**src/rtl/steal_copy_pkg.sv**
```systemverilog
`timescale 1ns/1ps
package steal_copy_pkg;

  typedef enum logic [1:0] {
    KIND_MEM2MEM  = 2'd0,
    KIND_MEM2PORT = 2'd1,
    KIND_PORT2MEM = 2'd2,
    KIND_MEM2MEM2 = 2'd3
  } xferKind_e;

  // Control byte bits 5:1, MSB first
  typedef struct packed {
    logic      pace;
    logic      irqEn;
    logic      burst;
    xferKind_e kind;
  } xferCfg_t;

  // Strobes from the sequencer to the datapath
  typedef struct packed {
    logic rdPhase;
    logic rdCycle;
    logic wrCycle;
  } seqStrobe_t;

endpackage

```
**src/rtl/steal_copy_dp.sv**
```systemverilog
`timescale 1ns/1ps
module steal_copy_dp
  import steal_copy_pkg::*;
#(
  parameter int SEL_W  = 4,
  parameter int ADDR_W = 24,
  parameter int CNT_W  = 16,
  parameter int DATA_W = 8
) (
  input  logic              clk,
  input  logic              rstN,
  input  logic              csN,
  input  logic              cpuRwb,
  input  logic [SEL_W-1:0]  regSel,
  input  logic [DATA_W-1:0] cpuDataIn,
  output logic [DATA_W-1:0] regDataOut,
  input  logic              busyIn,
  input  logic              doneIn,
  input  seqStrobe_t        strobe,
  input  logic [DATA_W-1:0] busDataIn,
  output logic [ADDR_W-1:0] busAddr,
  output logic [DATA_W-1:0] busDataOut,
  output xferCfg_t          cfg,
  output logic              lastByte,
  output logic              ctlWrite,
  output logic              statRead
);

  localparam int ADDR_BYTES = (ADDR_W + DATA_W - 1) / DATA_W;
  localparam int CNT_BYTES  = (CNT_W + DATA_W - 1) / DATA_W;
  localparam int ADDR_PAD   = ADDR_BYTES * DATA_W;
  localparam int CNT_PAD    = CNT_BYTES * DATA_W;
  localparam int SRC_BASE   = 0;
  localparam int DST_BASE   = ADDR_BYTES;
  localparam int CNT_BASE   = 2 * ADDR_BYTES;
  localparam int CTL_IDX    = CNT_BASE + CNT_BYTES;
  localparam int STAT_IDX   = CTL_IDX + 1;

  logic [ADDR_PAD-1:0] srcReg, dstReg;
  logic [CNT_PAD-1:0]  cntReg;
  logic [DATA_W-1:0]   byteLatch;
  logic                regWr, regRd, srcStep, dstStep;

  assign regWr    = !csN && !cpuRwb;
  assign regRd    = !csN && cpuRwb;
  assign ctlWrite = regWr && (regSel == SEL_W'(CTL_IDX));
  assign statRead = regRd && (regSel == SEL_W'(STAT_IDX));
  assign srcStep  = (cfg.kind != KIND_PORT2MEM);
  assign dstStep  = (cfg.kind != KIND_MEM2PORT);
  assign lastByte = (cntReg[CNT_W-1:0] == CNT_W'(1));

  always_ff @(posedge clk) begin
    if (!rstN) begin
      srcReg    <= '0;
      dstReg    <= '0;
      cntReg    <= '0;
      byteLatch <= '0;
      cfg       <= '0;
    end else begin
      if (regWr && !busyIn) begin
        for (int b = 0; b < ADDR_BYTES; b++) begin
          if (regSel == SEL_W'(SRC_BASE + b)) srcReg[b*DATA_W +: DATA_W] <= cpuDataIn;
          if (regSel == SEL_W'(DST_BASE + b)) dstReg[b*DATA_W +: DATA_W] <= cpuDataIn;
        end
        for (int b = 0; b < CNT_BYTES; b++) begin
          if (regSel == SEL_W'(CNT_BASE + b)) cntReg[b*DATA_W +: DATA_W] <= cpuDataIn;
        end
        if (regSel == SEL_W'(CTL_IDX)) cfg <= xferCfg_t'(cpuDataIn[5:1]);
      end
      if (strobe.rdCycle) begin
        byteLatch <= busDataIn;
        if (srcStep) srcReg <= ADDR_PAD'(srcReg[ADDR_W-1:0] + ADDR_W'(1));
      end
      if (strobe.wrCycle) begin
        if (dstStep) dstReg <= ADDR_PAD'(dstReg[ADDR_W-1:0] + ADDR_W'(1));
        cntReg <= CNT_PAD'(cntReg[CNT_W-1:0] - CNT_W'(1));
      end
    end
  end

  always_comb begin
    regDataOut = '0;
    for (int b = 0; b < ADDR_BYTES; b++) begin
      if (regSel == SEL_W'(SRC_BASE + b)) regDataOut = srcReg[b*DATA_W +: DATA_W];
      if (regSel == SEL_W'(DST_BASE + b)) regDataOut = dstReg[b*DATA_W +: DATA_W];
    end
    for (int b = 0; b < CNT_BYTES; b++) begin
      if (regSel == SEL_W'(CNT_BASE + b)) regDataOut = cntReg[b*DATA_W +: DATA_W];
    end
    if (regSel == SEL_W'(CTL_IDX))  regDataOut = DATA_W'({cfg, busyIn});
    if (regSel == SEL_W'(STAT_IDX)) regDataOut = DATA_W'({doneIn, busyIn});
  end

  assign busAddr    = strobe.rdPhase ? srcReg[ADDR_W-1:0] : dstReg[ADDR_W-1:0];
  assign busDataOut = byteLatch;

endmodule

```
**src/rtl/steal_copy_ctl.sv**
```systemverilog
`timescale 1ns/1ps
module steal_copy_ctl
  import steal_copy_pkg::*;
(
  input  logic       clk,
  input  logic       rstN,
  input  xferCfg_t   cfg,
  input  logic       lastByte,
  input  logic       ctlWrite,
  input  logic       startBit,
  input  logic       statRead,
  input  logic       vda,
  input  logic       vpa,
  input  logic       busGrant,
  input  logic       dreq,
  output seqStrobe_t strobe,
  output logic       busy,
  output logic       done,
  output logic       busOe,
  output logic       busRwb,
  output logic       busDataOe,
  output logic       busReq,
  output logic       dack,
  output logic       irq
);

  typedef enum logic [1:0] {ST_IDLE, ST_READ, ST_WRITE} seqState_e;
  seqState_e state;

  logic abortNow, startNow, slotFree, portSide, sideReady, go, doneSet;

  always_comb begin
    busy      = (state != ST_IDLE);
    abortNow  = ctlWrite && busy && !startBit;
    startNow  = ctlWrite && !busy && startBit;
    slotFree  = cfg.burst ? busGrant : (!vda && !vpa);
    portSide  = ((state == ST_READ)  && (cfg.kind == KIND_PORT2MEM)) ||
                ((state == ST_WRITE) && (cfg.kind == KIND_MEM2PORT));
    sideReady = !portSide || !cfg.pace || dreq;
    go        = busy && slotFree && sideReady && !abortNow;

    strobe.rdPhase = (state == ST_READ);
    strobe.rdCycle = go && (state == ST_READ);
    strobe.wrCycle = go && (state == ST_WRITE);

    busOe     = go;
    busRwb    = !strobe.wrCycle;
    busDataOe = strobe.wrCycle;
    busReq    = busy && cfg.burst;
    dack      = go && portSide;
    doneSet   = abortNow || (strobe.wrCycle && lastByte);
    irq       = done && cfg.irqEn;
  end

  always_ff @(posedge clk) begin
    if (!rstN) begin
      state <= ST_IDLE;
      done  <= 1'b0;
    end else begin
      if (abortNow)             state <= ST_IDLE;
      else if (startNow)        state <= ST_READ;
      else if (strobe.rdCycle)  state <= ST_WRITE;
      else if (strobe.wrCycle)  state <= lastByte ? ST_IDLE : ST_READ;

      if (doneSet)                    done <= 1'b1;
      else if (statRead || startNow)  done <= 1'b0;
    end
  end

endmodule

```
**src/rtl/steal_copy_dma.sv**
```systemverilog
`timescale 1ns/1ps
module steal_copy_dma
  import steal_copy_pkg::*;
#(
  parameter int REG_SEL_W = 4,
  parameter int ADDR_W    = 24,
  parameter int CNT_W     = 16,
  parameter int DATA_W    = 8
) (
  input  logic              clk,
  input  logic              rstN,
  input  logic              csN,
  input  logic [REG_SEL_W-1:0] regSel,
  input  logic              cpuRwb,
  input  logic [DATA_W-1:0] cpuDataIn,
  output logic [DATA_W-1:0] regDataOut,
  input  logic              vda,
  input  logic              vpa,
  output logic              busReq,
  input  logic              busGrant,
  output logic [ADDR_W-1:0] busAddr,
  output logic              busOe,
  output logic              busRwb,
  output logic [DATA_W-1:0] busDataOut,
  output logic              busDataOe,
  input  logic [DATA_W-1:0] busDataIn,
  input  logic              dreq,
  output logic              dack,
  output logic              irq
);

  seqStrobe_t strobe;
  xferCfg_t   cfg;
  logic       busy, done, lastByte, ctlWrite, statRead;

  steal_copy_dp #(
    .SEL_W (REG_SEL_W),
    .ADDR_W(ADDR_W),
    .CNT_W (CNT_W),
    .DATA_W(DATA_W)
  ) u_dp (
    .clk       (clk),
    .rstN      (rstN),
    .csN       (csN),
    .cpuRwb    (cpuRwb),
    .regSel    (regSel),
    .cpuDataIn (cpuDataIn),
    .regDataOut(regDataOut),
    .busyIn    (busy),
    .doneIn    (done),
    .strobe    (strobe),
    .busDataIn (busDataIn),
    .busAddr   (busAddr),
    .busDataOut(busDataOut),
    .cfg       (cfg),
    .lastByte  (lastByte),
    .ctlWrite  (ctlWrite),
    .statRead  (statRead)
  );

  steal_copy_ctl u_ctl (
    .clk      (clk),
    .rstN     (rstN),
    .cfg      (cfg),
    .lastByte (lastByte),
    .ctlWrite (ctlWrite),
    .startBit (cpuDataIn[0]),
    .statRead (statRead),
    .vda      (vda),
    .vpa      (vpa),
    .busGrant (busGrant),
    .dreq     (dreq),
    .strobe   (strobe),
    .busy     (busy),
    .done     (done),
    .busOe    (busOe),
    .busRwb   (busRwb),
    .busDataOe(busDataOe),
    .busReq   (busReq),
    .dack     (dack),
    .irq      (irq)
  );

endmodule

```
**config.mk**
```make
export PLATFORM = sky130hd
export DESIGN_NAME = steal_copy_dma
export DESIGN_NICKNAME = d
export VERILOG_FILES = /design/src/rtl/steal_copy_pkg.sv /design/src/rtl/steal_copy_dp.sv /design/src/rtl/steal_copy_ctl.sv /design/src/rtl/steal_copy_dma.sv
export SDC_FILE = /design/constraint.sdc
export NUM_CORES = 1
export LEC_CHECK = 0
export ABC_CLOCK_PERIOD_IN_PS = 3200
export BUFFER_PORTS_ARGS = -buffer_cell sky130_fd_sc_hd__buf_2
export CAP_MARGIN = 10
export CORE_ASPECT_RATIO = 2
export CORE_UTILIZATION = 40
export DETAILED_ROUTE_END_ITERATION = 12
export GPL_TIMING_DRIVEN = 1
export PLACE_DENSITY = 0.65
export RECOVER_POWER = 25
export SLEW_MARGIN = 10
export SYNTH_ARGS = -nofsm -noshare
export SYNTH_HDL_FRONTEND = slang
export SYNTH_HIERARCHICAL = 1
export SYNTH_SLANG_ARGS = --single-unit
export TNS_END_PERCENT = 10
```
**constraint.sdc**
```tcl
create_clock -name clk -period 3.2 [get_ports clk]
set_clock_uncertainty 0.1 [all_clocks]
set_input_delay 0.16 -clock clk [delete_from_list [all_inputs] [get_ports clk]]
set_output_delay 0.16 -clock clk [all_outputs]
set_load 0.02 [all_outputs]
```
==> results of run 1 <==
-- worst max path at each step --
stage,start,to,depth (start not counted)
finish,u_dp/cfg[1],u_dp/srcReg[8],9
global route,u_dp/cfg[1],u_dp/cntReg[7],11
CTS,u_ctl/state[0],u_dp/cntReg[13],10
detailed placement,u_ctl/state[0],u_dp/cntReg[13],10
global placement,u_ctl/state[0],u_dp/cntReg[13],10
floorplan,regSel[3],u_dp/cntReg[13],15
-- logic make-up (layout without fill, tap and decap cells) --
| group | count (synthesis) | count (layout) | synth area share, % |
|---|---|---|---|
| AND/OR/NAND/NOR | 291 | 291 | 28.07 |
| XOR/XNOR | 10 | 10 | 1.543 |
| adder cells (fa/ha/maj) | 4 | 4 | 0.8815 |
| AO/OA/AOI/OAI | 233 | 233 | 26.47 |
| multiplexers | 52 | 52 | 9.828 |
| buffers and inverters | 69 | 149 | 5.002 |
| flip-flops | 80 | 80 | 28.21 |
-- cells in the final DEF (no fill, tap or decap), types with 8 or more instances in the layout --
master / count
sky130_fd_sc_hd__nand2b_1: 9
sky130_fd_sc_hd__nand2_1: 60
sky130_fd_sc_hd__mux2i_1: 22
sky130_fd_sc_hd__a2bb2oi_1: 9
sky130_fd_sc_hd__nand4_1: 17
sky130_fd_sc_hd__dfxtp_1: 79
sky130_fd_sc_hd__clkbuf_1: 13
sky130_fd_sc_hd__mux2_2: 29
sky130_fd_sc_hd__inv_1: 14
sky130_fd_sc_hd__dlygate4sd3_1: 8
sky130_fd_sc_hd__buf_2: 61
sky130_fd_sc_hd__buf_4: 33
sky130_fd_sc_hd__nor3_1: 22
sky130_fd_sc_hd__and3_1: 10
sky130_fd_sc_hd__xor2_1: 8
sky130_fd_sc_hd__clkbuf_16: 9
sky130_fd_sc_hd__o211ai_1: 9
sky130_fd_sc_hd__o311ai_0: 8
sky130_fd_sc_hd__nand3_1: 52
sky130_fd_sc_hd__o21ai_0: 39
sky130_fd_sc_hd__a21oi_1: 84
sky130_fd_sc_hd__a31oi_1: 16
sky130_fd_sc_hd__a211oi_1: 9
sky130_fd_sc_hd__nor2_1: 53
sky130_fd_sc_hd__a22oi_1: 9
-- area by class of cell --
cell class                 count  share of cell area (%)
inverter                      18                   1.009
multi-input combinational    590                   56.51
timing repair buffer         115                   10.20
tap                          189                   3.531
clock buffer                  11                   3.624
sequential                    80                   23.93
clock inverter                 5                   1.196
-- repair_timing --
item | 4_1_cts | 5_1_grt
gates resized for setup | 0 | 2
hold buffers | 8 | 0
endpoints found under the setup margin | 0 | 6
hold endpoints to repair | 8 | 0
-- flip-flops by register name, indices dropped and copies added, names as in the netlist --
name	cells
u_dp/srcReg	24
u_ctl/state	2
u_dp/busDataOut	8
u_dp/cfg	5
u_ctl/done	1
u_dp/cntReg	16
u_dp/dstReg	24
-- where the power goes --
| part | switching (mW) | total [mW] | internal [mW] |
|---|---|---|---|
| Clock | 0.432 | 1.14 | 0.703 |
| Combinational | 0.163 | 0.242 | 0.0792 |
| Sequential | 0.0132 | 1.02 | 1.00 |
-- worst register-to-register path: cells and delay by family, from the launching register on --
kind	cells	cell delay (ns)
and+or+nand+nor	5	1.68
AOI/OAI and AO/OA	3	0.46
buffers and inverters	1	0.12
DFF	1	0.46
-- layer usage --
metal | up-vias | global-route usage (%) | wire length (um)
met5 | - | 0 | 0
met4 | 0 | 27.25 | 2057
met3 | 113 | 5.355 | 1449
met2 | 382 | 51.24 | 10430
met1 | 3041 | 33.60 | 8157
li1 | 2941 | - | -
==> results.json, run 1 <==
{
  "outcome": "finished, final reports clean",
  "design.die.area_sq_um": 14700,
  "holdCritPathClass": "in -> reg",
  "critPathKind": "reg -> reg",
  "synthFlopType": "sky130_fd_sc_hd__dfxtp_1",
  "crit_chain": "nor4bb_1 -> o21ai_4 -> nand4_4 -> nor3_2 -> inv_1 -> nor2_1 -> nor3_1 -> a2bb2oi_1 -> a21oi_1",
  "netlist_instances": 739,
  "multiInputGateArea_sq_um": 3785,
  "finalCoreUtilization_pct": 48.22,
  "setup_viol": 0,
  "nets_finish": 846,
  "netlist-cell-type-count": 81,
  "hold_path_depth": 3,
  "max_transition_margin_pct": 50.86,
  "design.core.area_sq_um": 13890,
  "vias_in_the_first_global_route": 6216,
  "ir_drop_uv": 287.1,
  "register_area_sq_um": 1603,
  "count_of_antenna_diodes_in_the_layout": 0,
  "hp-start": "cpuDataIn[3]",
  "filler_cell_count": 1443,
  "max_cap_violation_count": 0,
  "leakage_power_total_nw": 2.449,
  "synth.ff_latch_count": 80,
  "synthDominantAreaCellType": "sky130_fd_sc_hd__dfxtp_1",
  "critical_path_peak_fanout": 9,
  "critPathLaunchType": "register",
  "grt_setup_unrepaired": "false",
  "pwr_density_cell_nw_per_um2": 357.3,
  "kind_of_capture_point_of_the_worst_setup_path": "register",
  "die_height_um": 170.5,
  "portBuffers": 73,
  "postSynthNetCount": 771,
  "gp_routability_congestion": 0.9445,
  "vias_per_cell": 6.426,
  "wire_length_of_the_first_global_routing_pass_um": 34240,
  "worst_r2r_startpoint": "u_dp/cfg[1]",
  "start_util_pct": 40.88,
  "vias": 6477,
  "clkLatencyLatePin_ns": 0.35,
  "fin_worst_hold_slack_ns": 0.1133,
  "place_ws_ns": 0.1999,
  "grt_util_all_layers_pct": 31.05,
  "timing.final.crit_period_ns": 2.892,
  "grt_remaining_overflow": 0,
  "drt_iter0_drc": 700,
  "path_delay_family": "simple AND/OR/NAND/NOR gates",
  "synth.cell_area_sq_um": 5678,
  "rows": 61,
  "layout_setup_ws_ns": 0.3083,
  "area_growth_pct": 17.96,
  "timing.final.max_slew_violations": 0,
  "grt_start_max_net_pins": 37,
  "post_drt_wl_per_cell_um": 21.92,
  "yosysMostFrequentCell": "sky130_fd_sc_hd__a21oi_1",
  "worstReg2RegEnd": "u_dp/srcReg[8]",
  "yosysSeqAreaShare_pct": 28.21,
  "synth_top_cells_by_area": "sky130_fd_sc_hd__dfxtp_1 28%, sky130_fd_sc_hd__a21oi_1 7.4%, sky130_fd_sc_hd__mux2_2 5.8%",
  "synth_top_area_share_pct": 28.21,
  "dr.pass1.iters": 5,
  "antenna_found_initial": 0,
  "dpl_cell_area_sq_um": 6331,
  "yosysWarnings": 6,
  "cts_tree": "done",
  "clk_pin_slew_worst_paths_ns": 0.06,
  "place.detailed.instances": 984,
  "worst-path-buf-inv": 1,
  "worst_reg2reg_path_depth": 9,
  "holdPathEnd": "u_dp/cfg[2]",
  "cts_root_buf": "sky130_fd_sc_hd__clkbuf_16",
  "slew_at_the_pin_closest_to_its_max_slew_limit_ns": 0.7315,
  "io_pins": 74,
  "post_synth_most_frequent_cells": "84 x sky130_fd_sc_hd__a21oi_1, 80 x sky130_fd_sc_hd__dfxtp_1, 60 x sky130_fd_sc_hd__nand2_1",
  "layoutNonFillerInstCount": 1008,
  "cts_max_level": 3,
  "cts.sink_count": 80,
  "post_cts_buffers": 0,
  "asyncSetResetFlopFracSynth_pct": 0,
  "critPathMaxStageDelay_ns": 0.65,
  "final_antenna_net_count": 0,
  "final_layout_size_suffix_gt1_share_pct": 20.51,
  "rrSetupSlack_ns": 0.31,
  "critical-path-slowest-cell": "sky130_fd_sc_hd__nor3_1",
  "postRouteWirelength_um": 22100,
  "arrival_ns": 3.07,
  "worstPathRequired_ns": 3.38,
  "mean_syn_cell_area_sq_um": 7.683,
  "cts_buffer_depth": 2,
  "finalCritPeriodShare_pct": 90.37,
  "chipWidth_um": 86.25,
  "post_dp_hpwl_um": 16020,
  "tritoncts.num_buffers": 9,
  "synth_enable_flop_cells": 0,
  "timing.final.hold_violations": 0,
  "post-layout-total-power_mw": 2.393,
  "route.detailed.drc": 0,
  "totalNegativeSetupSlack_ns": 0,
  "layout.cell_area.non_filler_sq_um": 6698,
  "fmax_mhz": 345.8
}
No activity file was read; power rests on OpenSTA's default activity.
==> run 2: changes to the inputs <==
--- a/config.mk
+++ b/config.mk
@@ -5,14 +5,16 @@
 export SDC_FILE = /design/constraint.sdc
 export NUM_CORES = 1
 export LEC_CHECK = 0
-export ABC_CLOCK_PERIOD_IN_PS = 3200
+export ABC_CLOCK_PERIOD_IN_PS = 2600
 export BUFFER_PORTS_ARGS = -buffer_cell sky130_fd_sc_hd__buf_2
 export CAP_MARGIN = 10
+export CELL_PAD_IN_SITES_DETAIL_PLACEMENT = 0
+export CELL_PAD_IN_SITES_GLOBAL_PLACEMENT = 1
 export CORE_ASPECT_RATIO = 2
-export CORE_UTILIZATION = 40
+export CORE_UTILIZATION = 39
 export DETAILED_ROUTE_END_ITERATION = 12
 export GPL_TIMING_DRIVEN = 1
-export PLACE_DENSITY = 0.65
+export PLACE_DENSITY = 0.81
 export RECOVER_POWER = 25
 export SLEW_MARGIN = 10
 export SYNTH_ARGS = -nofsm -noshare
==> constraint.sdc (replaced) <==
create_clock -name clk -period 2.6 [get_ports clk]
set_clock_uncertainty 0.1 [all_clocks]
set_input_delay 0.13 -clock clk [delete_from_list [all_inputs] [get_ports clk]]
set_output_delay 0.13 -clock clk [all_outputs]
set_load 0.02 [all_outputs]
==> results.json, run 2 (synthesis gave the netlist of run 1 again) <==
{
  "count_of_antenna_diodes_in_the_layout": 0,
  "worst-path-buf-inv": 2,
  "grt_setup_unrepaired": "true",
  "drt_iter0_drc": 684,
  "final_layout_size_suffix_gt1_share_pct": 25.59,
  "finalCritPeriodShare_pct": 96.05,
  "largest_registers": "u_dp/dstReg (24), u_dp/srcReg (24), u_dp/cntReg (16)",
  "worstPathRequired_ns": 2.77,
  "path_delay_family": "simple AND/OR/NAND/NOR gates",
  "finalCoreUtilization_pct": 49.47,
  "chipWidth_um": 87.32,
  "postRouteWirelength_um": 23740,
  "layout_commonest_cell": "sky130_fd_sc_hd__a21oi_1",
  "timing.final.crit_period_ns": 2.497,
  "final_antenna_net_count": 0,
  "post_drt_wl_per_cell_um": 22.74,
  "vias": 6636,
  "rows": 62,
  "cts.sink_count": 80,
  "pwr_density_cell_nw_per_um2": 389.3,
  "wire_length_of_the_first_global_routing_pass_um": 36450,
  "cts_root_buf": "sky130_fd_sc_hd__clkbuf_16",
  "clk_pin_slew_worst_paths_ns": 0.06,
  "setup_viol": 0,
  "route.detailed.drc": 0,
  "holdCritPathClass": "in -> reg",
  "portBuffers": 73,
  "slew_at_the_pin_closest_to_its_max_slew_limit_ns": 0.7299,
  "design.core.area_sq_um": 14270,
  "outcome": "finished, final reports clean",
  "filler_cell_count": 1517,
  "fmax_mhz": 400.4,
  "leakage_power_total_nw": 2.639,
  "ir_drop_uv": 298.9,
  "grt_util_all_layers_pct": 31.92,
  "crit_chain": "and4bb_4 -> o21ai_4 -> nand4_4 -> buf_4 -> nor3_4 -> inv_1 -> or3_1 -> nor4_1 -> a21oi_1 -> a21oi_1",
  "critPathMaxStageDelay_ns": 0.43,
  "vias_in_the_first_global_route": 6506,
  "max_cap_violation_count": 0,
  "io_pins": 74,
  "layout.cell_area.non_filler_sq_um": 7061,
  "grt_remaining_overflow": 0,
  "vias_per_cell": 6.356,
  "mostFrequentLayoutCells": "84 x sky130_fd_sc_hd__a21oi_1, 79 x sky130_fd_sc_hd__dfxtp_1, 67 x sky130_fd_sc_hd__buf_4",
  "clkLatencyLatePin_ns": 0.34,
  "critPathKind": "reg -> reg",
  "tritoncts.num_buffers": 9,
  "max_transition_margin_pct": 50.89,
  "gp_routability_congestion": 1.007,
  "cts_tree": "done",
  "arrival_ns": 2.67,
  "design.die.area_sq_um": 15070,
  "area_growth_pct": 24.35,
  "kind_of_capture_point_of_the_worst_setup_path": "register",
  "die_height_um": 172.6,
  "post_dp_hpwl_um": 17430,
  "critical-path-slowest-cell": "sky130_fd_sc_hd__or3_1",
  "start_util_pct": 39.78,
  "cts_max_level": 3,
  "grt_start_max_net_pins": 47,
  "cts_buffer_depth": 2,
  "critPathLaunchType": "register",
  "timing.final.max_slew_violations": 0,
  "timing.critical_path.mode_cell": "sky130_fd_sc_hd__a21oi_1",
  "nets_finish": 881,
  "timing.final.hold_violations": 0,
  "critical_path_peak_fanout": 5,
  "dr.pass1.iters": 5,
  "antenna_found_initial": 0,
  "dpl_cell_area_sq_um": 6675
}
## run 2: cell types whose count changed in the layout (fill, tap and decap cells not counted), sizes merged
| cell | previous run | this run |
|---|---|---|
| buf | 94 | 131 |
| clkbuf | 24 | 22 |
| bufinv | 2 | 0 |
## run 2: worst register-to-register path, delay by kind of cell (launching register included)
family | cells | cell delay, ns
AOI/OAI and AO/OA | 3 | 0.40
buffers and inverters | 2 | 0.36
DFF | 1 | 0.35
and+or+nand+nor | 5 | 1.22
## run 2: layout make-up
type / count / area, sq um / share of cell area (%)
Sequential cell: 80 / 1603 / 22.70
Multi-Input combinational cell: 590 / 3908 / 55.34
Clock buffer: 11 / 242.7 / 3.438
Clock inverter: 3 / 20.02 / 0.2835
Tap cell: 192 / 240.2 / 3.402
Timing Repair Buffer: 150 / 974.7 / 13.80
Inverter: 18 / 72.57 / 1.028
## run 2: where the power goes
part | leakage [nW] | internal (mW) | switching, mW
Combinational | 1.87 | 0.109 | 0.214
Sequential | 0.645 | 1.23 | 0.0156
Clock | 0.123 | 0.661 | 0.514
Total | 2.64 | 2.00 | 0.744
## run 2: path summary, 6_finish.rpt
path | from | endpoint | slack (ns) | cells past startpoint
setup / recovery | u_dp/cfg[1] | u_dp/srcReg[12] | 0.10 | 10
hold / removal | rstN | u_dp/busDataOut[3] | 0.09 | 3
setup reg to reg | u_dp/cfg[1] | u_dp/srcReg[12] | 0.10 | 10
hold reg to reg | u_dp/cfg[3] | u_dp/cfg[3] | 0.37 | 2
## run 2: through the flow
| stage | setup TNS [ns] | hold slack (ns) | power (mW) | instances | setup WS [ns] |
|---|---|---|---|---|---|
| after floorplan | -0.1007 | 0.1684 | 1.451 | 739 | -0.05374 |
| after global placement | 0 | 0.2650 | 1.575 | 1021 | 0.1114 |
| after detailed placement | -0.003987 | 0.2766 | 1.577 | 1021 | -0.003987 |
| after CTS | 0 | 0.09314 | 2.764 | 1043 | 0.01246 |
| after global routing | -0.09252 | 0.1174 | 2.831 | 1044 | -0.04210 |
| final | 0 | 0.08931 | 2.748 | 1044 | 0.1028 |
## run 2: metal layers
metal	wire, um	vias up	track usage, %
met5	0	-	0
met4	2167	0	23.91
met3	1625	119	4.821
met2	11630	365	53.74
met1	8324	3149	35.07
li1	-	3003	-
## run 2: repair_timing
item / CTS / global route
hold endpoints to repair: 8 / 0
gates resized for setup: 0 / 14
pin swaps: 1 / 4
setup buffers: 0 / 1
endpoints found under the setup margin: 1 / 31
hold buffers: 8 / 0
